### config.mk
export PLATFORM = sky130hd
export DESIGN_NAME = serial_flow_buffer
export DESIGN_NICKNAME = d
export VERILOG_FILES = /design/src/rtl/sfb_pkg.sv /design/src/rtl/sfb_fifo.sv /design/src/rtl/sfb_rx_flow.sv /design/src/rtl/sfb_tx_flow.sv /design/src/rtl/serial_flow_buffer.sv
export SDC_FILE = /design/constraint.sdc
export NUM_CORES = 1
export LEC_CHECK = 0
export ABC_AREA = 1
export BUFFER_PORTS_ARGS = -buffer_cell sky130_fd_sc_hd__buf_2
export CELL_PAD_IN_SITES_DETAIL_PLACEMENT = 0
export CELL_PAD_IN_SITES_GLOBAL_PLACEMENT = 1
export CORE_UTILIZATION = 40
export CTS_CLUSTER_DIAMETER = 100
export CTS_CLUSTER_SIZE = 12
export DETAILED_ROUTE_END_ITERATION = 10
export PLACE_DENSITY = 0.7
export SKIP_LAST_GASP = 1
export SYNTH_ARGS = -nofsm -noshare
export SYNTH_HDL_FRONTEND = slang
export SYNTH_SLANG_ARGS = --single-unit
### constraint.sdc
create_clock -name clk -period 3.5 [get_ports clk]
set_clock_uncertainty 0.15 [all_clocks]
set_input_delay 0.35 -clock clk [delete_from_list [all_inputs] [get_ports clk]]
set_output_delay 0.35 -clock clk [all_outputs]
set_load 0.03 [all_outputs]
### src/rtl/sfb_pkg.sv
package sfb_pkg;

    typedef enum logic [1:0] {
        TXG_IDLE,
        TXG_OFFER,
        TXG_SEND,
        TXG_HELD
    } txg_state_t;

    typedef enum logic {
        RTS_GO,
        RTS_STOP
    } rts_state_t;

    typedef enum logic {
        RDY_WAIT,
        RDY_REQ
    } rdy_state_t;

    typedef enum logic {
        TXR_REQ,
        TXR_WAIT
    } txr_state_t;

    // Threshold for each select code, scaled from the buffer depth
    function automatic int unsigned trig_of(input logic [1:0] sel, input int unsigned depth);
        case (sel)
            2'd0:    return 1;
            2'd1:    return depth / 4;
            2'd2:    return depth / 2;
            default: return depth - depth / 8;
        endcase
    endfunction

endpackage

### src/rtl/sfb_fifo.sv
module sfb_fifo #(
    parameter int WIDTH = 11,
    parameter int DEPTH = 64,
    parameter int LW    = $clog2(DEPTH + 1)
) (
    input  logic             clk,
    input  logic             rst_n,
    input  logic             push,
    input  logic [WIDTH-1:0] din,
    input  logic             pop,
    output logic [WIDTH-1:0] dout,
    output logic [LW-1:0]    level,
    output logic             empty,
    output logic             full
);
    localparam int AW = (DEPTH > 1) ? $clog2(DEPTH) : 1;
    localparam logic [AW-1:0] LAST = AW'(DEPTH - 1);
    localparam logic [LW-1:0] CAP  = LW'(DEPTH);

    logic [WIDTH-1:0] mem [DEPTH];
    logic [AW-1:0]    wr_ptr;
    logic [AW-1:0]    rd_ptr;
    logic [LW-1:0]    count;
    logic             do_push;
    logic             do_pop;

    assign empty   = (count == '0);
    assign full    = (count == CAP);
    assign do_push = push && !full;
    assign do_pop  = pop && !empty;
    assign dout    = mem[rd_ptr];
    assign level   = count;

    function automatic logic [AW-1:0] bump(input logic [AW-1:0] p);
        return (p == LAST) ? '0 : p + 1'b1;
    endfunction

    always_ff @(posedge clk) begin
        if (do_push) begin
            mem[wr_ptr] <= din;
        end
    end

    always_ff @(posedge clk or negedge rst_n) begin
        if (!rst_n) begin
            wr_ptr <= '0;
            rd_ptr <= '0;
            count  <= '0;
        end else begin
            if (do_push) wr_ptr <= bump(wr_ptr);
            if (do_pop)  rd_ptr <= bump(rd_ptr);
            unique case ({do_push, do_pop})
                2'b10:   count <= count + 1'b1;
                2'b01:   count <= count - 1'b1;
                default: count <= count;
            endcase
        end
    end

    a_r1_level_bound: assert property (@(posedge clk) disable iff (!rst_n)
        count <= CAP);
    a_r1_push_pop_balance: assert property (@(posedge clk) disable iff (!rst_n)
        (push && pop && !empty && !full) |=> $stable(count));
    a_r2_full_push_kept: assert property (@(posedge clk) disable iff (!rst_n)
        (full && push && !pop) |=> full);
    a_r11_empty_pop_kept: assert property (@(posedge clk) disable iff (!rst_n)
        (empty && pop && !push) |=> empty);

endmodule

### src/rtl/sfb_rx_flow.sv
module sfb_rx_flow
    import sfb_pkg::*;
#(
    parameter int DEPTH = 64,
    parameter int LW    = $clog2(DEPTH + 1)
) (
    input  logic          clk,
    input  logic          rst_n,
    input  logic [LW-1:0] level,
    input  logic [1:0]    trig_sel,
    input  logic          auto_rts_en,
    input  logic          rts_manual,
    output logic          rts_out,
    output logic          dma_rdy
);
    rts_state_t    rts_q, rts_d;
    rdy_state_t    rdy_q, rdy_d;
    logic [LW-1:0] trig;
    logic          at_trig;

    assign trig    = LW'(trig_of(trig_sel, DEPTH));
    assign at_trig = (level >= trig);

    // State registers
    always_ff @(posedge clk or negedge rst_n) begin
        if (!rst_n) begin
            rts_q <= RTS_GO;
            rdy_q <= RDY_WAIT;
        end else begin
            rts_q <= rts_d;
            rdy_q <= rdy_d;
        end
    end

    // Next-state logic
    always_comb begin
        rts_d = rts_q;
        if (!auto_rts_en) begin
            rts_d = rts_manual ? RTS_GO : RTS_STOP;
        end else begin
            unique case (rts_q)
                RTS_GO:   if (at_trig)  rts_d = RTS_STOP;
                RTS_STOP: if (!at_trig) rts_d = RTS_GO;
            endcase
        end

        rdy_d = rdy_q;
        unique case (rdy_q)
            RDY_WAIT: if (at_trig)       rdy_d = RDY_REQ;
            RDY_REQ:  if (level == '0)   rdy_d = RDY_WAIT;
        endcase
    end

    // Outputs
    always_comb begin
        rts_out = (rts_q == RTS_GO);
        dma_rdy = (rdy_q == RDY_REQ);
    end

    a_r5_rts_drops: assert property (@(posedge clk) disable iff (!rst_n)
        (auto_rts_en && at_trig) |=> !rts_out);
    a_r5_rts_returns: assert property (@(posedge clk) disable iff (!rst_n)
        (auto_rts_en && !at_trig) |=> rts_out);
    a_r6_manual_high: assert property (@(posedge clk) disable iff (!rst_n)
        (!auto_rts_en && rts_manual) |=> rts_out);
    a_r6_manual_low: assert property (@(posedge clk) disable iff (!rst_n)
        (!auto_rts_en && !rts_manual) |=> !rts_out);
    a_r7_rdy_hold: assert property (@(posedge clk) disable iff (!rst_n)
        (dma_rdy && level != '0) |=> dma_rdy);

endmodule

### src/rtl/sfb_tx_flow.sv
module sfb_tx_flow
    import sfb_pkg::*;
(
    input  logic clk,
    input  logic rst_n,
    input  logic empty,
    input  logic full,
    input  logic auto_cts_en,
    input  logic cts_in,
    input  logic ser_take,
    input  logic ser_done,
    output logic pop,
    output logic valid,
    output logic dma_rdy
);
    txg_state_t st_q, st_d;
    txr_state_t rq_q, rq_d;
    logic       cts_ok;

    assign cts_ok = !auto_cts_en || cts_in;

    // State registers
    always_ff @(posedge clk or negedge rst_n) begin
        if (!rst_n) begin
            st_q <= TXG_IDLE;
            rq_q <= TXR_REQ;
        end else begin
            st_q <= st_d;
            rq_q <= rq_d;
        end
    end

    // Next-state logic
    always_comb begin
        st_d = st_q;
        unique case (st_q)
            TXG_IDLE: begin
                if (!empty) st_d = cts_ok ? TXG_OFFER : TXG_HELD;
            end
            TXG_OFFER: begin
                if (ser_take)     st_d = TXG_SEND;
                else if (!cts_ok) st_d = TXG_HELD;
            end
            TXG_SEND: begin
                if (ser_done) begin
                    if (empty)       st_d = TXG_IDLE;
                    else if (cts_ok) st_d = TXG_OFFER;
                    else             st_d = TXG_HELD;
                end
            end
            TXG_HELD: begin
                if (empty)       st_d = TXG_IDLE;
                else if (cts_ok) st_d = TXG_OFFER;
            end
        endcase

        rq_d = rq_q;
        unique case (rq_q)
            TXR_REQ:  if (full)  rq_d = TXR_WAIT;
            TXR_WAIT: if (empty) rq_d = TXR_REQ;
        endcase
    end

    // Outputs
    always_comb begin
        valid   = (st_q == TXG_OFFER);
        pop     = valid && ser_take;
        dma_rdy = (rq_q == TXR_REQ);
    end

    a_r9_valid_has_data: assert property (@(posedge clk) disable iff (!rst_n)
        valid |-> !empty);
    a_r9_no_offer_when_blocked: assert property (@(posedge clk) disable iff (!rst_n)
        (auto_cts_en && !cts_in && st_q != TXG_OFFER) |=> st_q != TXG_OFFER);
    a_r8_txrdy_hold: assert property (@(posedge clk) disable iff (!rst_n)
        (dma_rdy && !full) |=> dma_rdy);
    a_r8_txrdy_wait: assert property (@(posedge clk) disable iff (!rst_n)
        (!dma_rdy && !empty) |=> !dma_rdy);

endmodule

### src/rtl/serial_flow_buffer.sv
module serial_flow_buffer #(
    parameter int DATA_W = 8,
    parameter int ERR_W  = 3,
    parameter int DEPTH  = 64,
    localparam int LW    = $clog2(DEPTH + 1)
) (
    input  logic              clk,
    input  logic              rst_n,
    input  logic              rx_push,
    input  logic [DATA_W-1:0] rx_char,
    input  logic [ERR_W-1:0]  rx_err_in,
    input  logic              rx_pop,
    output logic [DATA_W-1:0] rx_head_char,
    output logic [ERR_W-1:0]  rx_head_err,
    output logic [LW-1:0]     rx_level,
    output logic              rx_empty,
    output logic              rx_overrun,
    input  logic              ovr_clr,
    input  logic [1:0]        trig_sel,
    input  logic              auto_rts_en,
    input  logic              rts_manual,
    output logic              rts_out,
    output logic              rx_dma_rdy,
    input  logic              tx_wr,
    input  logic [DATA_W-1:0] tx_wdata,
    output logic [LW-1:0]     tx_level,
    output logic              tx_full,
    output logic              tx_dma_rdy,
    input  logic              auto_cts_en,
    input  logic              cts_in,
    input  logic              ser_take,
    input  logic              ser_done,
    output logic              tx_valid,
    output logic [DATA_W-1:0] tx_char
);
    localparam int RXW = DATA_W + ERR_W;

    logic [RXW-1:0] rx_dout;
    logic           rx_full;
    logic           tx_empty;
    logic           tx_pop;
    logic           ovr_q;

    sfb_fifo #(.WIDTH(RXW), .DEPTH(DEPTH), .LW(LW)) u_rx_fifo (
        .clk   (clk),
        .rst_n (rst_n),
        .push  (rx_push),
        .din   ({rx_err_in, rx_char}),
        .pop   (rx_pop),
        .dout  (rx_dout),
        .level (rx_level),
        .empty (rx_empty),
        .full  (rx_full)
    );

    assign rx_head_char = rx_dout[DATA_W-1:0];
    assign rx_head_err  = rx_dout[DATA_W +: ERR_W];

    sfb_fifo #(.WIDTH(DATA_W), .DEPTH(DEPTH), .LW(LW)) u_tx_fifo (
        .clk   (clk),
        .rst_n (rst_n),
        .push  (tx_wr),
        .din   (tx_wdata),
        .pop   (tx_pop),
        .dout  (tx_char),
        .level (tx_level),
        .empty (tx_empty),
        .full  (tx_full)
    );

    sfb_rx_flow #(.DEPTH(DEPTH), .LW(LW)) u_rx_flow (
        .clk         (clk),
        .rst_n       (rst_n),
        .level       (rx_level),
        .trig_sel    (trig_sel),
        .auto_rts_en (auto_rts_en),
        .rts_manual  (rts_manual),
        .rts_out     (rts_out),
        .dma_rdy     (rx_dma_rdy)
    );

    sfb_tx_flow u_tx_flow (
        .clk         (clk),
        .rst_n       (rst_n),
        .empty       (tx_empty),
        .full        (tx_full),
        .auto_cts_en (auto_cts_en),
        .cts_in      (cts_in),
        .ser_take    (ser_take),
        .ser_done    (ser_done),
        .pop         (tx_pop),
        .valid       (tx_valid),
        .dma_rdy     (tx_dma_rdy)
    );

    // Sticky overrun: a lost character beats a clear in the same cycle
    always_ff @(posedge clk or negedge rst_n) begin
        if (!rst_n)                   ovr_q <= 1'b0;
        else if (rx_push && rx_full)  ovr_q <= 1'b1;
        else if (ovr_clr)             ovr_q <= 1'b0;
    end

    assign rx_overrun = ovr_q;

    a_r2_overrun_set: assert property (@(posedge clk) disable iff (!rst_n)
        (rx_push && rx_full) |=> rx_overrun);
    a_r2_overrun_sticky: assert property (@(posedge clk) disable iff (!rst_n)
        (rx_overrun && !ovr_clr) |=> rx_overrun);

endmodule

==> results.cfg <==
[cts]
cts.sinks = 1260
tritoncts = done
cts_buffers = 115
clock_latency_ns = 0.76
cts_root_buf = clkbuf_16
cts-htree-levels = 3
path_clk_slew_ns = 0.07
cts_buffer_depth = 3

[floorplanning]
io_pins = 73
std_cell_rows = 135
fp.coreArea_um2 = 135300
initial_utilization_pct = 40.25
fp.dieArea_um2 = 137600
die_w_um = 371.0
die_h_um = 371.0

[routing]
vias = 36750
first_pass_iters = 5
viasPerCell = 5.000
wl_um = 149600
drt_iter0_drc = 3554
routedWlPerCell_um = 20.36
detail-route-antenna-nets = 0
drc_errors = 0

[worst_setup_path]
crit_start = u_rx_fifo.rd_ptr[0]
crit_arrival_ns = 2.92
crit_family = simple AND/OR/NAND/NOR gates
cp_num_buf_inv = 5
critPathLaunchType = flip-flop
end_kind = primary output
critical_path_class = flip-flop to primary output
cp_slowest_cell = dfrtp_4
r2r_start = u_tx_fifo.level[0]
cp_slowest_stage_delay_ns = 0.51
worstPathMaxFanout = 20
cpMostUsedCell = nand2_2
cp_cell_sequence = buf_16, buf_16, clkbuf_16, nand2_1, nand3_1, nand3_1, nand3_2, nand2_2, nand2_1, nand2_2, inv_1, nand2_2, buf_6
cp.required_ns = 3.00

[yosys]
synth-seq-area-share_pct = 69.08
ys_seq_elements = 1260
synth_edf_count = 1216
synth_area_leaders = edfxtp_1 (67%), nand2_1 (11%), nand3_1 (5.6%)
syn_area_um2 = 54450
async_flop_share_pct = 3.492
ys.flop_type = edfxtp_1
yosysMostFrequentCell = nand2_1
syn_nets = 5317
syn_area_per_cell_um2 = 10.34
synth_top_area_share_pct = 67.06
syn_inst = 5266
synth.top_cells.by_count = nand2_1 (1628), edfxtp_1 (1216), inv_1 (619)
synth_top_area_cell = edfxtp_1
yosys_warnings = 0
synthDistinctLibCells = 35

[hold_path]
min-delay-start = trig_sel[1]
hold_class = input port to flip-flop

[finish]
nets = 5572
final_util_pct = 46.65
fin_cells = 7351
fillers = 12360
syn2layout_area_growth_pct = 15.91
design_area_um2 = 63110
drive_gt1_share_pct = 11.21

[timing]
rsz0062_at_grt = yes
slew_headroom_pct = 23.64
drv_slew = 0
setup_viol = 0
fin_crit_sh_pct = 97.79
worst_pin_slew_ns = 1.141
finalHoldViolCount = 0
layout_min_cycle_time_ns = 3.423
timing.fmax_ghz = 0.2922

[grt]
antenna_found_initial = 2
grt_pass1_wl_um = 220800
grt_max_degree = 94
grtUsageTotal_pct = 21.40
grt_pass1_vias = 34820
overflow = 0

[power_and_ir_drop]
vdd_drop_max_mv = 0.8168
power.switching_mw = 18.76
p_seq_share_pct = 36.6
p_per_area_nw_per_um2 = 767.1
p_clk_share_pct = 23.6
sw_frac_of_total_pct = 38.76
p_int_mw = 29.65
p_comb_share_pct = 39.8
leakagePower_nw = 25.56

[placed_design]
dpl_cell_area_um2 = 58060
place.gp.congestion = 0.8183
dp_cells = 7108
port-buffer-count = 72
dp_hpwl_um = 85080

[job]
maxCapViolCount = 0

[status]
status = finished clean
area by class of cell:
cell class | count | area (um^2) | share of cell area, %
repair inverters | 4 | 61.31 | 0.09714
inverters | 633 | 2440 | 3.866
repair buffers | 387 | 4025 | 6.377
diodes | 2 | 5.005 | 0.007930
multi-input cells | 3120 | 13530 | 21.44
clock inverters | 7 | 113.9 | 0.1804
well taps | 1781 | 2228 | 3.531
clock buffers | 157 | 3078 | 4.877
flip-flops and latches | 1260 | 37630 | 59.63
power groups by stage:
stage	Combinational [mW]	Clock, mW	Sequential (mW)
floorplan	10.5	0	18.0
global placement	16.5	0	18.1
detailed placement	16.6	0	18.1
CTS	18.3	11.7	17.7
global route	21.0	12.2	17.8
finish	19.3	11.4	17.7
cells in the final DEF, fill, tap and decap left out, drive strengths merged, types with 2 or more instances in the layout:
cell type and count:
clkbuf 169, or2 19, xor2 16, nor3 9, nand3 614, dlygate4sd3 20, bufbuf 5, dfrtp 44
diode 2, o21ai 207, nor2 526, xnor2 6, a21oi 47, clkinv 11, clkinvlp 2, edfxtp 1216
nand4 16, a21o 2, nand2 1630, inv 631, ha 17, o22ai 2, buf 350, a31oi 2
o211ai 2
layer usage:
layer  track usage [%]  vias to the layer above  part of all wire [%]  routed length, um
met5                 0                        -                     0                  0
met3             3.014                      179                   6.1               9126
met1             30.83                    17750                    46              68400
met4             5.239                        0                   2.0               2992
met2             34.08                     1067                    46              69130
li1                  -                    17750                     -                  -
state kept, by name (all words and copies together) (netlist names):
signal,flops
u_rx_fifo.level,7
u_rx_flow.dma_rdy,1
u_tx_fifo.mem,512
u_tx_flow.st_q,2
u_tx_flow.rq_q,1
u_rx_fifo.wr_ptr,6
u_rx_fifo.rd_ptr,6
u_rx_flow.rts_q,1
u_tx_fifo.wr_ptr,6
u_rx_fifo.mem,704
u_tx_fifo.level,7
rx_overrun,1
u_tx_fifo.rd_ptr,6
timing repair:
| action | 4_1_cts | 5_1_grt |
|---|---|---|
| pin swaps | 3 | 32 |
| resized for setup | 69 | 134 |
| endpoints found under the setup margin | 19 | 20 |
| gates cloned | 18 | 13 |
| hold buffers | 20 | 0 |
| buffers inserted | 18 | 8 |
| hold endpoints to repair | 113 | 0 |
metrics by stage:
step / total power [mW] / TNS (ns) / hold WS (ns) / setup slack (ns)
after detailed placement: 34.68 / 0 / 0.01861 / 0.3161
final: 48.41 / 0 / 0.05264 / 0.07745
after global placement: 34.60 / 0 / 0.01696 / 0.3011
after CTS: 47.62 / -0.03461 / 0.005846 / -0.01370
after global routing: 50.93 / -0.03655 / 0.06355 / -0.01819
after floorplan: 28.48 / 0 / -0.09559 / 0.05869
path summary, 6_finish.rpt:
kind | end | slack, ns | depth (start not counted)
hold reg to reg | u_rx_flow.dma_rdy | 0.37 | 3
hold / removal | u_rx_flow.dma_rdy | 0.05 | 7
setup reg to reg | u_tx_fifo.mem[30][1] | 0.44 | 8
min in group asynchronous | u_tx_fifo.level[5] | 0.12 | 3
max in group asynchronous | u_rx_fifo.rd_ptr[0] | 2.58 | 3
setup / recovery | rx_head_char[5] | 0.08 | 13
kinds of logic (layout without fill, tap and decap cells):
logic type	count (synthesis)	after routing	synth area share [%]
compound gates	265	265	2.484
flops	1260	1260	69.08
buf+inv	886	1188	6.632
simple gates	2815	2815	21.02
other cells	0	2	0
fa+ha+maj	18	18	0.4274
xor+xnor	22	22	0.3539
tightest hold or removal path: cells and delay by family:
family | cells | cell delay [ns]
AOI/OAI and AO/OA | 2 | 0.16
adders and majority gates | 1 | 0.13
buffers and inverters | 2 | 0.16
and+or+nand+nor | 2 | 0.11
(Power assumes the default switching activity.)
